**src/rtl/udc_pkg.sv**
```systemverilog
package udc_pkg;
  typedef enum logic [1:0] {
    STEP_HOLD = 2'd0,
    STEP_INC  = 2'd1,
    STEP_DEC  = 2'd2,
    STEP_LOAD = 2'd3
  } step_t;
endpackage

```
**src/rtl/udc_sync.sv**
```systemverilog
module udc_sync #(
  parameter int WIDTH  = 3,
  parameter int STAGES = 2,
  parameter logic [WIDTH-1:0] RST_VAL = '1
) (
  input  logic             clk,
  input  logic             clr,
  input  logic [WIDTH-1:0] d,
  output logic [WIDTH-1:0] q
);
  logic [WIDTH-1:0] stg [STAGES];

  genvar i;
  generate
    for (i = 0; i < STAGES; i++) begin : g_stage
      if (i == 0) begin : g_first
        always_ff @(posedge clk or posedge clr) begin
          if (clr) stg[i] <= RST_VAL;
          else     stg[i] <= d;
        end
      end else begin : g_next
        always_ff @(posedge clk or posedge clr) begin
          if (clr) stg[i] <= RST_VAL;
          else     stg[i] <= stg[i-1];
        end
      end
    end
  endgenerate

  assign q = stg[STAGES-1];
endmodule

```
**src/rtl/udc_edge.sv**
```systemverilog
module udc_edge #(
  parameter int N = 2
) (
  input  logic         clk,
  input  logic         clr,
  input  logic [N-1:0] lvl,
  output logic [N-1:0] rise
);
  logic [N-1:0] prev;

  always_ff @(posedge clk or posedge clr) begin
    if (clr) prev <= '1;
    else     prev <= lvl;
  end

  assign rise = lvl & ~prev;

  AST_ONE_PULSE: assert property (@(posedge clk) disable iff (clr)
    (rise != '0) |=> ((rise & $past(rise)) == '0));
endmodule

```
**src/rtl/udc_core.sv**
```systemverilog
module udc_core
  import udc_pkg::*;
#(
  parameter int WIDTH = 4
) (
  input  logic             clk,
  input  logic             clr,
  input  logic             ld_act,
  input  logic [WIDTH-1:0] din,
  input  logic             up_rise,
  input  logic             dn_rise,
  input  logic             up_lvl,
  input  logic             dn_lvl,
  output logic [WIDTH-1:0] cnt
);
  step_t step;

  always_comb begin
    step = STEP_HOLD;
    if (ld_act)                        step = STEP_LOAD;
    else if (up_rise && dn_rise)       step = STEP_HOLD;
    else if (up_rise && dn_lvl)        step = STEP_INC;
    else if (dn_rise && up_lvl)        step = STEP_DEC;
  end

  always_ff @(posedge clk or posedge clr) begin
    if (clr) cnt <= '0;
    else begin
      case (step)
        STEP_LOAD: cnt <= din;
        STEP_INC:  cnt <= cnt + 1'b1;
        STEP_DEC:  cnt <= cnt - 1'b1;
        default:   cnt <= cnt;
      endcase
    end
  end

  AST_LOAD_WINS: assert property (@(posedge clk) disable iff (clr)
    ld_act |=> (cnt == $past(din)));
  AST_UP_STEP: assert property (@(posedge clk) disable iff (clr)
    (!ld_act && up_rise && !dn_rise && dn_lvl) |=> (cnt == $past(cnt) + 1'b1));
  AST_DN_STEP: assert property (@(posedge clk) disable iff (clr)
    (!ld_act && dn_rise && !up_rise && up_lvl) |=> (cnt == $past(cnt) - 1'b1));
  AST_TIE_HOLD: assert property (@(posedge clk) disable iff (clr)
    (!ld_act && up_rise && dn_rise) |=> $stable(cnt));
  AST_IDLE_HOLD: assert property (@(posedge clk) disable iff (clr)
    (!ld_act && !up_rise && !dn_rise) |=> $stable(cnt));
endmodule

```
**src/rtl/udc_dual_clk_counter.sv**
```systemverilog
module udc_dual_clk_counter #(
  parameter int WIDTH  = 4,
  parameter int STAGES = 2
) (
  input  logic             clk,
  input  logic             clr,
  input  logic             up_clk,
  input  logic             dn_clk,
  input  logic             load_n,
  input  logic [WIDTH-1:0] din,
  output logic [WIDTH-1:0] q,
  output logic             tc_up_n,
  output logic             tc_dn_n
);
  localparam int NSYNC = 3;
  localparam logic [WIDTH-1:0] TOP_VAL = '1;

  logic [NSYNC-1:0] raw, lvl;
  logic [1:0]       rise;
  logic [WIDTH-1:0] cnt;

  assign raw = {load_n, dn_clk, up_clk};

  udc_sync #(.WIDTH(NSYNC), .STAGES(STAGES), .RST_VAL('1)) u_sync (
    .clk(clk), .clr(clr), .d(raw), .q(lvl)
  );

  udc_edge #(.N(2)) u_edge (
    .clk(clk), .clr(clr), .lvl(lvl[1:0]), .rise(rise)
  );

  udc_core #(.WIDTH(WIDTH)) u_core (
    .clk(clk), .clr(clr), .ld_act(~lvl[2]), .din(din),
    .up_rise(rise[0]), .dn_rise(rise[1]),
    .up_lvl(lvl[0]), .dn_lvl(lvl[1]), .cnt(cnt)
  );

  assign q       = cnt;
  assign tc_up_n = ~((cnt == TOP_VAL) && !lvl[0]);
  assign tc_dn_n = ~((cnt == '0) && !lvl[1]);

  AST_TC_EXCL: assert property (@(posedge clk) disable iff (clr)
    !(!tc_up_n && !tc_dn_n));
  AST_TC_UP_IDLE: assert property (@(posedge clk) disable iff (clr)
    $past(up_clk) && up_clk && $past(up_clk, 2) |-> tc_up_n);
  AST_TC_DN_IDLE: assert property (@(posedge clk) disable iff (clr)
    $past(dn_clk) && dn_clk && $past(dn_clk, 2) |-> tc_dn_n);
endmodule

```
**config.mk**
```make
export PLATFORM = sky130hd
export DESIGN_NAME = udc_dual_clk_counter
export DESIGN_NICKNAME = d
export VERILOG_FILES = /design/src/rtl/udc_pkg.sv /design/src/rtl/udc_sync.sv /design/src/rtl/udc_edge.sv /design/src/rtl/udc_core.sv /design/src/rtl/udc_dual_clk_counter.sv
export SDC_FILE = /design/constraint.sdc
export NUM_CORES = 1
export LEC_CHECK = 0
export BUFFER_PORTS_ARGS = -buffer_cell sky130_fd_sc_hd__buf_2
export CAP_MARGIN = 20
export CORE_AREA = 3 3 40 42
export CTS_BUF_LIST = sky130_fd_sc_hd__clkbuf_2 sky130_fd_sc_hd__clkbuf_4 sky130_fd_sc_hd__clkbuf_8
export CTS_CLUSTER_SIZE = 24
export DETAILED_ROUTE_END_ITERATION = 6
export DIE_AREA = 0 0 43 45
export HOLD_SLACK_MARGIN = 0.12
export PLACE_DENSITY = 0.67
export SLEW_MARGIN = 10
export SYNTH_ARGS = -nofsm -noshare
export SYNTH_HDL_FRONTEND = slang
export SYNTH_SLANG_ARGS = --single-unit
export TNS_END_PERCENT = 100
```
**constraint.sdc**
```tcl
create_clock -name clk -period 3 [get_ports clk]
set_clock_uncertainty 0.2 [all_clocks]
set_input_delay 0.15 -clock clk [delete_from_list [all_inputs] [get_ports clk]]
set_output_delay 0.15 -clock clk [all_outputs]
set_load 0.02 [all_outputs]
```
==> flow_summary.yaml <==
cts:
  post_cts_resized: 0
  insertion_delay_ns: 0.27
  clk_path_buf_depth: 2
  tritoncts: "done"
  cts-buffers-inserted: 3
  clock_transition_at_the_register_clock_pins_on_the_worst_setup_and_hold_paths_after_cts_ns: 0.07
  htree_levels: 1
  cts_root_buf: "sky130_fd_sc_hd__clkbuf_4"
  tritoncts_num_sinks: 12
routing:
  drt_first_iter_violations: 10
  drtPass1Iterations: 4
  routed_wirelength_um: 1268
  drt_drc_violations_left: 0
  vias: 487
  routed_len_inst_um: 13.21
  avgViaCountPerCell: 5.073
  antenna_violating_nets_post_route: 0
global_route:
  grt.total_usage_pct: 14.93
  maximum_number_of_pins_on_one_net_before_global_route_repair: 13
  vias_in_the_first_global_route: 510
  antenna_violations_before_repair: 0
  first_pass_grt_wire_length_um: 2111
  grt_remaining_overflow: 0
synth:
  synth_top_cells_by_area: "sky130_fd_sc_hd__dfstp_2 (36%), sky130_fd_sc_hd__dfrtp_1 (17%), sky130_fd_sc_hd__ha_1 (8.5%), sky130_fd_sc_hd__inv_1 (5.1%), sky130_fd_sc_hd__nand2_1 (5.1%)"
  synth-seq-cells: 12
  postSynthCellCount: 55
  synth.yosys.seq_area_share_pct: 52.65
  syn_avg_cell_area_um2: 10.71
  synthesis.nets: 69
  synth_area_um2: 589.3
  yosys_warnings: 0
  yosys.cell_types.count: 23
  synth_top_area_share_pct: 35.67
  post-synth-top-area-cell: "sky130_fd_sc_hd__dfstp_2"
worst_setup_path:
  criticalPathCategory: "reg2reg"
  critPathMostFrequentCell: "sky130_fd_sc_hd__ha_1"
  crit_path_start_kind: "flip-flop"
  timing.critical_path.slowest_cell_delay_ns: 0.57
  reg2reg_from: "u_sync.q[1]"
  timing.critical_path.fanout_max: 4
  worst-endpoint-required_ns: 2.95
  setup.reg_to_reg.worst_slack_ns: 0.41
  crit_path_top_delay_cell: "sky130_fd_sc_hd__dfstp_2"
  arrival_time_reported_for_the_critical_path_endpoint_ns: 2.54
  worstSetupEndpointType: "flip-flop"
  worst-r2r-cell-count: 8
  reg2reg_to: "u_core.cnt[3]"
  critical_path.cell_chain: "nand2_1, o31a_1, ha_1, ha_1, a21oi_1, and3_4, nor4b_1, or3b_1"
sta:
  setup_tns_ns: 0
  layout_worst_path_cycle_share_pct: 86.23
  final.setup.worst_slack_ns: 0.4131
  setup_repair_after_global_routing_missed_its_margin: "false"
  setup-violations-final: 0
  maxClockFrequency_mhz: 386.6
  period_needed_ns: 2.587
  final_hold_viol_count: 0
  hold_slack_ns: 0.1586
  slew_headroom_pct: 69.84
  timing_worst_slew_pin_value_ns: 0.4519
  final_max_slew_viol_count: 0
die:
  ioPinCount: 15
  die-height_um: 45
  floorplan.die_area_mm2: 0.001935
  core_mm2: 0.001285
  core.rowCount: 13
  initial_utilization_pct: 45.86
  die_x_um: 43
power_and_ir_drop:
  share_clk_of_total_power_pct: 23.9
  power.sequential.fraction_pct: 42.0
  power_report.internal_total_w: 0.0003455
  fin_total_pwr_w: 0.0005285
  peakVddDrop_uv: 339.4
  power.density_cell_area_mw_per_mm2: 665.2
  power.static_leakage_nw: 0.3804
  share_comb_of_total_power_pct: 34.1
  power.share.switching_pct: 34.63
  net-switching-power_w: 0.0001830
placed_design:
  port-buffer-count: 14
  detailedPlace.worstSlack_ns: 0.4414
  gp_congestion: 0.7417
  place_area_um2: 678.2
  detailedPlacementHpwl_um: 895.9
job:
  drv_cap: 0
run_status:
  run_status: "finished clean"
layout:
  num-nets-final: 96
  synthToLayoutAreaGrowth_pct: 34.82
  insertedDiodeCount: 0
  layout.cell_area.non_filler_um2: 794.5
  share_of_post_route_cells_with_drive_strength_above_1_pct: 34.57
worst_hold_path:
  min_from: "u_sync.stg[5]"
  whs_path_depth: 0
  timing.hold.worst_endpoint: "u_sync.q[2]"
  worst_hold_class: "reg2reg"
## cells in the final DEF (no fill, tap or decap), types with 2 or more instances in the layout
cell type | synthesis | layout
sky130_fd_sc_hd__a21oi_1 | 3 | 3
sky130_fd_sc_hd__buf_2 | 0 | 14
sky130_fd_sc_hd__clkbuf_4 | 0 | 3
sky130_fd_sc_hd__dfrtp_1 | 4 | 4
sky130_fd_sc_hd__dfstp_2 | 8 | 8
sky130_fd_sc_hd__dlygate4sd3_1 | 0 | 8
sky130_fd_sc_hd__ha_1 | 4 | 4
sky130_fd_sc_hd__inv_1 | 8 | 8
sky130_fd_sc_hd__nand2_1 | 8 | 8
sky130_fd_sc_hd__o21ai_0 | 3 | 3
sky130_fd_sc_hd__o21ai_1 | 2 | 2
## critical path: cells and delay by family (launching register included)
family / cells / cell delay [ns]
and+or+nand+nor: 4 / 0.68
adders and majority gates: 2 / 0.57
DFF: 1 / 0.57
AOI/OAI and AO/OA: 2 / 0.46
## cell families (layout without fill, tap and decap cells)
logic type,Yosys count,count (layout),synth area share [%]
and+or+nand+nor,18,18,16.99
DFF,12,12,52.65
AOI/OAI and AO/OA,9,9,8.279
buffers and inverters,8,34,5.096
adders and majority gates,5,5,11.89
muxes,2,2,3.609
xor gates and xnor gates,1,1,1.486
## power groups by stage
stage	Sequential (W)	Clock [W]	Combinational [W]
finish	0.000222	0.000126	0.000180
CTS	0.000222	0.000131	0.000183
floorplan	0.000242	0	0.000101
global placement	0.000223	0	0.000167
global route	0.000225	0.000139	0.000202
detailed placement	0.000225	0	0.000174
## how the worst max path moves through the flow
stage | cells past startpoint | startpoint | to | slack (ns)
floorplan | 8 | u_edge.prev[1] | u_core.cnt[3] | 0.56
global placement | 8 | u_sync.q[1] | u_core.cnt[3] | 0.49
detailed placement | 8 | u_sync.q[1] | u_core.cnt[3] | 0.44
CTS | 8 | u_sync.q[1] | u_core.cnt[3] | 0.41
global route | 8 | u_sync.q[1] | u_core.cnt[3] | 0.32
finish | 8 | u_sync.q[1] | u_core.cnt[3] | 0.41
## sequential cells by signal, summed over array words and instances (netlist names)
| register | cells |
|---|---|
| u_sync.q | 3 |
| u_core.cnt | 4 |
| u_sync.stg | 3 |
| u_edge.prev | 2 |
## routing by layer
layer | track usage, % | vias up | share of wire [%]
met3 | 3.586 | 3 | 5.6
met5 | 0 | - | 0
met4 | 5.422 | 0 | 0.95
met1 | 16.54 | 232 | 44
li1 | - | 234 | -
met2 | 27.84 | 18 | 49
## synthesized netlist by cell type (all sizes together)
| master | instances |
|---|---|
| dfstp | 8 |
| inv | 8 |
| nand2 | 8 |
| o21ai | 5 |
| dfrtp | 4 |
| ha | 4 |
| a21oi | 3 |
| and3 | 1 |
| fa | 1 |
| mux2 | 1 |
| mux2i | 1 |
| nand2b | 1 |
| nand3 | 1 |
| nand4 | 1 |
| nor2 | 1 |
| nor2b | 1 |
| nor4 | 1 |
| nor4b | 1 |
| o31a | 1 |
| or3b | 1 |
| or4 | 1 |
| xor2 | 1 |
## metrics by stage
| stage | std cells | util [%] |
|---|---|---|
| 6_report | 96 | 61.83 |
| 5_1_grt | 96 | 61.83 |
| 4_1_cts | 96 | 61.83 |
| 3_5_place_dp | 84 | 52.78 |
| 3_3_place_gp | 84 | 52.78 |
| 2_1_floorplan | 55 | - |
## repair_timing
item / 4_1_cts / 5_1_grt
endpoints found under the hold margin: 19 / 0
setup buffers: 0 / 0
hold buffers: 8 / 0
## layout make-up
type,instances,area (um2)
Timing Repair Buffer,22,150.1
Inverter,8,30.03
Fill cell,113,490.5
Clock buffer,4,36.28
Multi-Input combinational cell,35,249.0
Tap cell,15,18.77
Sequential cell,12,310.3
Note: power is estimated with default switching activity, not from simulation.
